==> config.mk <==
export PLATFORM = sky130hd
export DESIGN_NAME = spi_cmd_engine
export DESIGN_NICKNAME = d
export VERILOG_FILES = /design/src/rtl/spi_cmd_pkg.sv /design/src/rtl/spi_sck_div.sv /design/src/rtl/spi_rx_capture.sv /design/src/rtl/spi_phase_ctrl.sv /design/src/rtl/spi_cmd_engine.sv
export SDC_FILE = /design/constraint.sdc
export NUM_CORES = 1
export LEC_CHECK = 0
export BUFFER_PORTS_ARGS = -buffer_cell sky130_fd_sc_hd__clkbuf_2
export CAP_MARGIN = 20
export CELL_PAD_IN_SITES_DETAIL_PLACEMENT = 2
export CELL_PAD_IN_SITES_GLOBAL_PLACEMENT = 2
export CORE_UTILIZATION = 38
export CTS_CLUSTER_DIAMETER = 100
export DETAILED_ROUTE_END_ITERATION = 10
export PLACE_DENSITY = 0.85
export SLEW_MARGIN = 10
export SYNTH_ARGS = -nofsm -noshare
export SYNTH_HDL_FRONTEND = slang
export SYNTH_SLANG_ARGS = --single-unit
==> constraint.sdc <==
create_clock -name clk -period 11.67 [get_ports clk]
set_input_delay 3.501 -clock clk [delete_from_list [all_inputs] [get_ports clk]]
set_output_delay 3.501 -clock clk [all_outputs]
set_load 0.01 [all_outputs]
==> src/rtl/spi_cmd_pkg.sv <==
package spi_cmd_pkg;

  // Transaction phases in wire order; TAIL is the closing half period.
  typedef enum logic [2:0] {
    PH_IDLE,
    PH_CMD,
    PH_ADDR,
    PH_DUMMY,
    PH_TX,
    PH_RX,
    PH_TAIL
  } phase_e;

  localparam int OPCODE_W = 8;

endpackage

==> src/rtl/spi_sck_div.sv <==
// Produces one-cycle ticks every max(half,1) system cycles while run is high.
module spi_sck_div #(
  parameter int DIV_W = 8
) (
  input  logic             clk,
  input  logic             rst,
  input  logic             run,
  input  logic [DIV_W-1:0] half,
  output logic             tick
);

  logic [DIV_W-1:0] cnt_q;
  logic [DIV_W-1:0] lim;

  assign lim  = (half == '0) ? DIV_W'(1) : half;
  assign tick = run && (cnt_q == lim - DIV_W'(1));

  always_ff @(posedge clk) begin
    if (rst || !run) begin
      cnt_q <= '0;
    end else if (tick) begin
      cnt_q <= '0;
    end else begin
      cnt_q <= cnt_q + DIV_W'(1);
    end
  end

endmodule

==> src/rtl/spi_rx_capture.sv <==
// Shifts in serial input bits and publishes the word when the transaction closes.
module spi_rx_capture #(
  parameter int DATA_W = 32
) (
  input  logic              clk,
  input  logic              rst,
  input  logic              clear,
  input  logic              sample,
  input  logic              miso,
  input  logic              commit,
  output logic [DATA_W-1:0] rdata
);

  logic [DATA_W-1:0] sh_q;

  always_ff @(posedge clk) begin
    if (rst) begin
      sh_q  <= '0;
      rdata <= '0;
    end else begin
      if (clear) begin
        sh_q <= '0;
      end else if (sample) begin
        sh_q <= {sh_q[DATA_W-2:0], miso};
      end
      if (commit) begin
        rdata <= sh_q;
      end
    end
  end

endmodule

==> src/rtl/spi_phase_ctrl.sv <==
// Phase sequencer: captures configuration, walks the phases, drives the pins.
module spi_phase_ctrl
  import spi_cmd_pkg::*;
#(
  parameter int DATA_W  = 32,
  parameter int LEN_W   = 6,
  parameter int DUMMY_W = 8,
  parameter int PAD_W   = 4,
  parameter int DIV_W   = 8
) (
  input  logic                clk,
  input  logic                rst,
  input  logic                start,
  input  logic [OPCODE_W-1:0] opcode,
  input  logic [LEN_W-1:0]    addr_bits,
  input  logic [DATA_W-1:0]   addr,
  input  logic [DUMMY_W-1:0]  dummy_cycles,
  input  logic [PAD_W-1:0]    pad_cycles,
  input  logic [LEN_W-1:0]    mosi_bits,
  input  logic [DATA_W-1:0]   mosi_data,
  input  logic [LEN_W-1:0]    miso_bits,
  input  logic                wp_level,
  input  logic [DIV_W-1:0]    sck_half,
  input  logic                tick,
  output logic [DIV_W-1:0]    half_q,
  output logic                sclk,
  output logic                cs_n,
  output logic                mosi,
  output logic                wp,
  output logic                busy,
  output logic                done,
  output logic                rx_clear,
  output logic                rx_sample,
  output logic                rx_commit
);

  localparam int SUM_W = ((DUMMY_W > PAD_W) ? DUMMY_W : PAD_W) + 1;
  localparam int CNT_W = (SUM_W > LEN_W) ? SUM_W : LEN_W;

  phase_e              ph_q, nxt_ph;
  logic [CNT_W-1:0]    cnt_q, nxt_len;
  logic [DATA_W-1:0]   tx_sh_q, nxt_data;
  logic [LEN_W-1:0]    a_len_q, t_len_q, r_len_q;
  logic [CNT_W-1:0]    d_len_q;
  logic [DATA_W-1:0]   addr_q, tdata_q;
  logic [LEN_W-1:0]    r_len_in;
  logic                accept;

  function automatic logic [LEN_W-1:0] clamp_len(input logic [LEN_W-1:0] v);
    if (v > LEN_W'(DATA_W)) return LEN_W'(DATA_W);
    return v;
  endfunction

  function automatic logic [DATA_W-1:0] left_align(input logic [DATA_W-1:0] v,
                                                   input logic [LEN_W-1:0]  n);
    if (n == '0) return '0;
    return v << (DATA_W - int'(n));
  endfunction

  assign accept    = start && !busy;
  assign r_len_in  = clamp_len(miso_bits);
  assign rx_clear  = accept;
  assign rx_sample = tick && (ph_q == PH_RX) && !sclk;
  assign rx_commit = tick && (ph_q == PH_TAIL);

  // Choose the next enabled phase after the current one.
  always_comb begin
    nxt_ph = PH_TAIL;
    unique case (ph_q)
      PH_CMD: begin
        if (a_len_q != '0)      nxt_ph = PH_ADDR;
        else if (d_len_q != '0) nxt_ph = PH_DUMMY;
        else if (t_len_q != '0) nxt_ph = PH_TX;
        else if (r_len_q != '0) nxt_ph = PH_RX;
      end
      PH_ADDR: begin
        if (d_len_q != '0)      nxt_ph = PH_DUMMY;
        else if (t_len_q != '0) nxt_ph = PH_TX;
        else if (r_len_q != '0) nxt_ph = PH_RX;
      end
      PH_DUMMY: begin
        if (t_len_q != '0)      nxt_ph = PH_TX;
        else if (r_len_q != '0) nxt_ph = PH_RX;
      end
      PH_TX: begin
        if (r_len_q != '0)      nxt_ph = PH_RX;
      end
      default: nxt_ph = PH_TAIL;
    endcase
  end

  // Length and shift content of the phase about to start.
  always_comb begin
    nxt_len  = CNT_W'(1);
    nxt_data = '0;
    case (nxt_ph)
      PH_ADDR: begin
        nxt_len  = CNT_W'(a_len_q);
        nxt_data = left_align(addr_q, a_len_q);
      end
      PH_DUMMY: nxt_len = d_len_q;
      PH_TX: begin
        nxt_len  = CNT_W'(t_len_q);
        nxt_data = left_align(tdata_q, t_len_q);
      end
      PH_RX:   nxt_len = CNT_W'(r_len_q);
      default: nxt_len = CNT_W'(1);
    endcase
  end

  always_ff @(posedge clk) begin
    if (rst) begin
      ph_q    <= PH_IDLE;
      cnt_q   <= '0;
      tx_sh_q <= '0;
      a_len_q <= '0;
      t_len_q <= '0;
      r_len_q <= '0;
      d_len_q <= '0;
      addr_q  <= '0;
      tdata_q <= '0;
      half_q  <= '0;
      sclk    <= 1'b0;
      cs_n    <= 1'b1;
      mosi    <= 1'b0;
      wp      <= 1'b1;
      busy    <= 1'b0;
      done    <= 1'b0;
    end else begin
      done <= 1'b0;
      if (accept) begin
        ph_q    <= PH_CMD;
        cnt_q   <= CNT_W'(OPCODE_W - 1);
        tx_sh_q <= {opcode, {(DATA_W-OPCODE_W){1'b0}}};
        mosi    <= opcode[OPCODE_W-1];
        a_len_q <= clamp_len(addr_bits);
        t_len_q <= clamp_len(mosi_bits);
        r_len_q <= r_len_in;
        d_len_q <= (r_len_in != '0) ? (CNT_W'(dummy_cycles) + CNT_W'(pad_cycles)) : '0;
        addr_q  <= addr;
        tdata_q <= mosi_data;
        half_q  <= sck_half;
        wp      <= wp_level;
        cs_n    <= 1'b0;
        busy    <= 1'b1;
      end else if (busy && tick) begin
        if (ph_q == PH_TAIL) begin
          ph_q <= PH_IDLE;
          cs_n <= 1'b1;
          busy <= 1'b0;
          done <= 1'b1;
          wp   <= 1'b1;
          mosi <= 1'b0;
        end else if (!sclk) begin
          sclk <= 1'b1;
        end else begin
          sclk <= 1'b0;
          if (cnt_q != '0) begin
            cnt_q   <= cnt_q - CNT_W'(1);
            mosi    <= tx_sh_q[DATA_W-2];
            tx_sh_q <= tx_sh_q << 1;
          end else begin
            ph_q    <= nxt_ph;
            cnt_q   <= nxt_len - CNT_W'(1);
            tx_sh_q <= nxt_data;
            mosi    <= nxt_data[DATA_W-1];
          end
        end
      end
    end
  end

endmodule

==> src/rtl/spi_cmd_engine.sv <==
module spi_cmd_engine #(
  parameter int DATA_W  = 32,
  parameter int LEN_W   = 6,
  parameter int DUMMY_W = 8,
  parameter int PAD_W   = 4,
  parameter int DIV_W   = 8
) (
  input  logic               clk,
  input  logic               rst,
  input  logic               start,
  input  logic [7:0]         opcode,
  input  logic [LEN_W-1:0]   addr_bits,
  input  logic [DATA_W-1:0]  addr,
  input  logic [DUMMY_W-1:0] dummy_cycles,
  input  logic [PAD_W-1:0]   pad_cycles,
  input  logic [LEN_W-1:0]   mosi_bits,
  input  logic [DATA_W-1:0]  mosi_data,
  input  logic [LEN_W-1:0]   miso_bits,
  input  logic               wp_level,
  input  logic [DIV_W-1:0]   sck_half,
  input  logic               miso,
  output logic               sclk,
  output logic               cs_n,
  output logic               mosi,
  output logic               wp,
  output logic               busy,
  output logic               done,
  output logic [DATA_W-1:0]  rdata
);

  logic             tick;
  logic [DIV_W-1:0] half_q;
  logic             rx_clear, rx_sample, rx_commit;

  spi_sck_div #(.DIV_W(DIV_W)) u_div (
    .clk  (clk),
    .rst  (rst),
    .run  (busy),
    .half (half_q),
    .tick (tick)
  );

  spi_phase_ctrl #(
    .DATA_W (DATA_W),
    .LEN_W  (LEN_W),
    .DUMMY_W(DUMMY_W),
    .PAD_W  (PAD_W),
    .DIV_W  (DIV_W)
  ) u_ctrl (
    .clk         (clk),
    .rst         (rst),
    .start       (start),
    .opcode      (opcode),
    .addr_bits   (addr_bits),
    .addr        (addr),
    .dummy_cycles(dummy_cycles),
    .pad_cycles  (pad_cycles),
    .mosi_bits   (mosi_bits),
    .mosi_data   (mosi_data),
    .miso_bits   (miso_bits),
    .wp_level    (wp_level),
    .sck_half    (sck_half),
    .tick        (tick),
    .half_q      (half_q),
    .sclk        (sclk),
    .cs_n        (cs_n),
    .mosi        (mosi),
    .wp          (wp),
    .busy        (busy),
    .done        (done),
    .rx_clear    (rx_clear),
    .rx_sample   (rx_sample),
    .rx_commit   (rx_commit)
  );

  spi_rx_capture #(.DATA_W(DATA_W)) u_rx (
    .clk   (clk),
    .rst   (rst),
    .clear (rx_clear),
    .sample(rx_sample),
    .miso  (miso),
    .commit(rx_commit),
    .rdata (rdata)
  );

endmodule

==> summary.txt <==
Outcome
  – Run status: completed

Clocking
  – Hold_buf cts: 0
  – CTS tree: yes
  – Clock slew at the register clock pins of the worst setup and hold paths: ~0.060 ns
  – Clock latency on the worst-skew pair: between 0.5 and 0.6 ns
  – CTS resizes: 0
  – Post-CTS Setup Inserts: 0
  – Clk root buf: clkbuf_16
  – Inserted Clock Buffers: 26
  – Clock Tree Buf Depth: 3
  – H-tree Lvls: 1
  – Clock sinks: 220

Synthesis
  – Main synth FF type: dfxtp_1
  – Ys async rst share: 0
  – Net Count, Synth: 1,740
  – Syn avg cell area: 8.14 um2
  – Synth top area share: 0.335
  – XOR/XNOR share of the synthesized area: 0.0213
  – Yosys reg bits: 220
  – Post-Synth Adder-Cell Area: 0.0101
  – Simple-gate portion of the synthesized area: 0.208
  – Compound-Gate Fraction of Synth Area: 0.227
  – Ys Warns: 0
  – Top-count cell post-synth: nand2_1
  – Post-synthesis sequential area ratio: 0.335
  – Synth area leaders: dfxtp_1, nand2_1, mux4_2, a21oi_1, clkbuf_1
  – Post-synth EDFFs: 0
  – Synth cell types: just under 80
  – Post-Syn Area: 13,200 um2
  – Post-synthesis cell count: approximately 1,600
  – Mux cell area share after synthesis: 0.153
  – Post-synth top cells: nand2_1, dfxtp_1, a21oi_1
  – Yosys top cell by area: dfxtp_1
  – Largest family of logic cells by synthesized area: compound AO/OA/AOI/OAI gates

GRT
  – First-pass GRT wire length: 81.0 mm
  – Gr usage total: 0.286
  – Initial antenna violation count: 3
  – Gr ovfl total: 0
  – Largest net degree at the start of global routing: ~110
  – Vias in the first global route: 14,297

Route
  – 1st-iter DRT viols: about 840
  – Post-DRT Antenna Nets: 0
  – Vias/cell: slightly above 6
  – Pre-Repair DR Iteration Count: 5
  – Drt total wl: approximately 51 mm
  – DR WL/cell: 23.5 um
  – Drc violations: 0
  – Vias: between 10,000 and 15,000

Finish
  – Fin nets: between 1,500 and 2,000
  – Area Growth Syn to Fin: 14.8%
  – Layout cell share with drive strength beyond 1: 0.197
  – Layout fillers: 3,802

Hold path
  – Worst Hold Class: register to register

Timing
  – Tightest Pin Transition: 1.08 ns
  – Final Setup Violations: 0
  – Final period utilization: 0.445
  – TNS Setup: 0 ns
  – RSZ-0062 raised after global routing: no
  – Setup ws final: around 6.5 ns
  – Slew Limit Fails: 0
  – Max-slew headroom: 0.269
  – Final Hold Viols: 0
  – Final Skew: around 0.011 ns
  – Fmax: 0.192 GHz
  – Fin crit period: a little over 5 ns

Critical path
  – Crit path launch type: input port
  – R2r setup slk: roughly 6.9 ns
  – Crit. Startpoint: start
  – Setup CP Type: input port to register
  – Crit end category: register
  – Worst setup endpoint: u_ctrl.tx_sh_q[15]
  – Worst Path Required: between 10 and 15 ns
  – Worst flop-to-flop path endpoint: u_ctrl.tx_sh_q[8]
  – Critical path arrival: about 5.7 ns
  – FF-to-FF Start: u_ctrl.half_q[3]
  – Reg2Reg Depth: 11
  – Critical path fanouts, max: 66

Floorplan
  – Number of top-level pins: ~150
  – Die Ht: 188 um
  – Die Area: 35,400 um2
  – Rows: 67
  – Initial Util: 0.389
  – Core area: about 34,000 um2
  – Horiz. Die Dim: roughly 190 um

Power
  – Worst vdd ir: 0.000105 V
  – Leak pwr: between 5 and 6 nW
  – Total power: about 0.0021 W
  – Pwr dens: between 100 and 150 nW/um2

Place
  – Gpl congestion: about 0.91
  – Dpl ws: ~5.9 ns
  – Final HPWL DP: roughly 35 mm
  – Port Buffers: roughly 150

Job
  – MaxCap Viol Count: 0
-- kinds of logic after synthesis --
group	after synthesis
simple gates	609
compound gates	469
flops	220
buf+inv	151
mux	124
xor+xnor	32
fa+ha+maj	10
-- cell usage in the layout, fill, tap and decap left out, types with 26 or more instances in the layout --
cell,instances
a21boi_0,26
buf_4,31
nor2_1,56
mux2i_1,40
o21ai_0,53
nand3_1,60
clkbuf_2,151
mux4_2,59
o211ai_1,35
nand2_1,376
clkbuf_16,26
a21oi_1,201
dfxtp_1,218
-- final cells by class --
type / count / area (um2) / area share
Sequential cell: 220 / 4410 / 0.292
Multi-Input combinational cell: 1244 / 8220 / 0.544
Tap cell: 448 / 561 / 0.0371
Clock inverter: 7 / 83.8 / 0.00555
Antenna cell: 3 / 7.51 / 0.000497
Inverter: 13 / 48.8 / 0.00323
Timing Repair Buffer: 185 / 1040 / 0.0690
Clock buffer: 36 / 728 / 0.0482
-- worst max-delay path: stages --
cell      delay, ns
clkbuf_2       0.11
nor2b_4        0.12
buf_4          0.28
buf_16         0.26
nor2_2         0.12
buf_4          0.42
nand2_1        0.38
a211oi_1       0.29
a31o_2         0.14
-- power by group --
| part | leakage (nW) | switching [W] | internal (W) |
|---|---|---|---|
| Combinational | 3.25 | 0.000276 | 0.000164 |
| Clock | 0.390 | 0.000344 | 0.000456 |
| Sequential | 1.79 | 0.0000345 | 0.000776 |
-- per-stage QoR --
| stage | std cells | util | instance area, um2 | hold slack (ns) |
|---|---|---|---|---|
| finish | 2156 | 0.447 | 15100 | 0.456 |
| global route | 2155 | 0.447 | 15100 | 0.481 |
| CTS | 2150 | 0.445 | 15000 | 0.460 |
| detailed placement | 2107 | 0.421 | 14200 | 0.451 |
| global placement | 2107 | 0.421 | 14200 | 0.440 |
| floorplan | 1615 | - | 13200 | 0.432 |
-- metal layers --
layer	vias up	wire length, um	track usage	share of wire
li1	6025	-	-	-
met1	6640	22000	0.372	0.44
met2	366	24700	0.490	0.49
met3	88	2610	0.0404	0.052
met4	0	1280	0.0832	0.025
met5	-	0	0	0
-- registers in the layout (all words and copies together), names as in the netlist, 3 cells and up --
register        flops
u_ctrl.r_len_q      6
u_ctrl.ph_q         3
u_ctrl.half_q       8
u_ctrl.t_len_q      6
u_ctrl.tx_sh_q     31
u_ctrl.addr_q      32
u_ctrl.tdata_q     32
u_rx.sh_q          32
u_ctrl.a_len_q      6
u_ctrl.d_len_q      9
u_div.cnt_q         8
u_ctrl.cnt_q        9
u_rx.rdata         32
-- how the worst min path moves through the flow --
stage	depth (start not counted)	from	slack [ns]	end
after floorplan	2	u_ctrl.tx_sh_q[17]	0.43	u_ctrl.tx_sh_q[17]
after global placement	2	u_ctrl.tx_sh_q[6]	0.44	u_ctrl.tx_sh_q[6]
after detailed placement	2	u_rx.rdata[24]	0.45	u_rx.rdata[24]
after CTS	2	u_rx.rdata[24]	0.46	u_rx.rdata[24]
after global routing	2	u_rx.rdata[3]	0.48	u_rx.rdata[3]
final	2	u_rx.rdata[10]	0.46	u_rx.rdata[10]
Note: power is estimated with default switching activity, not from simulation.
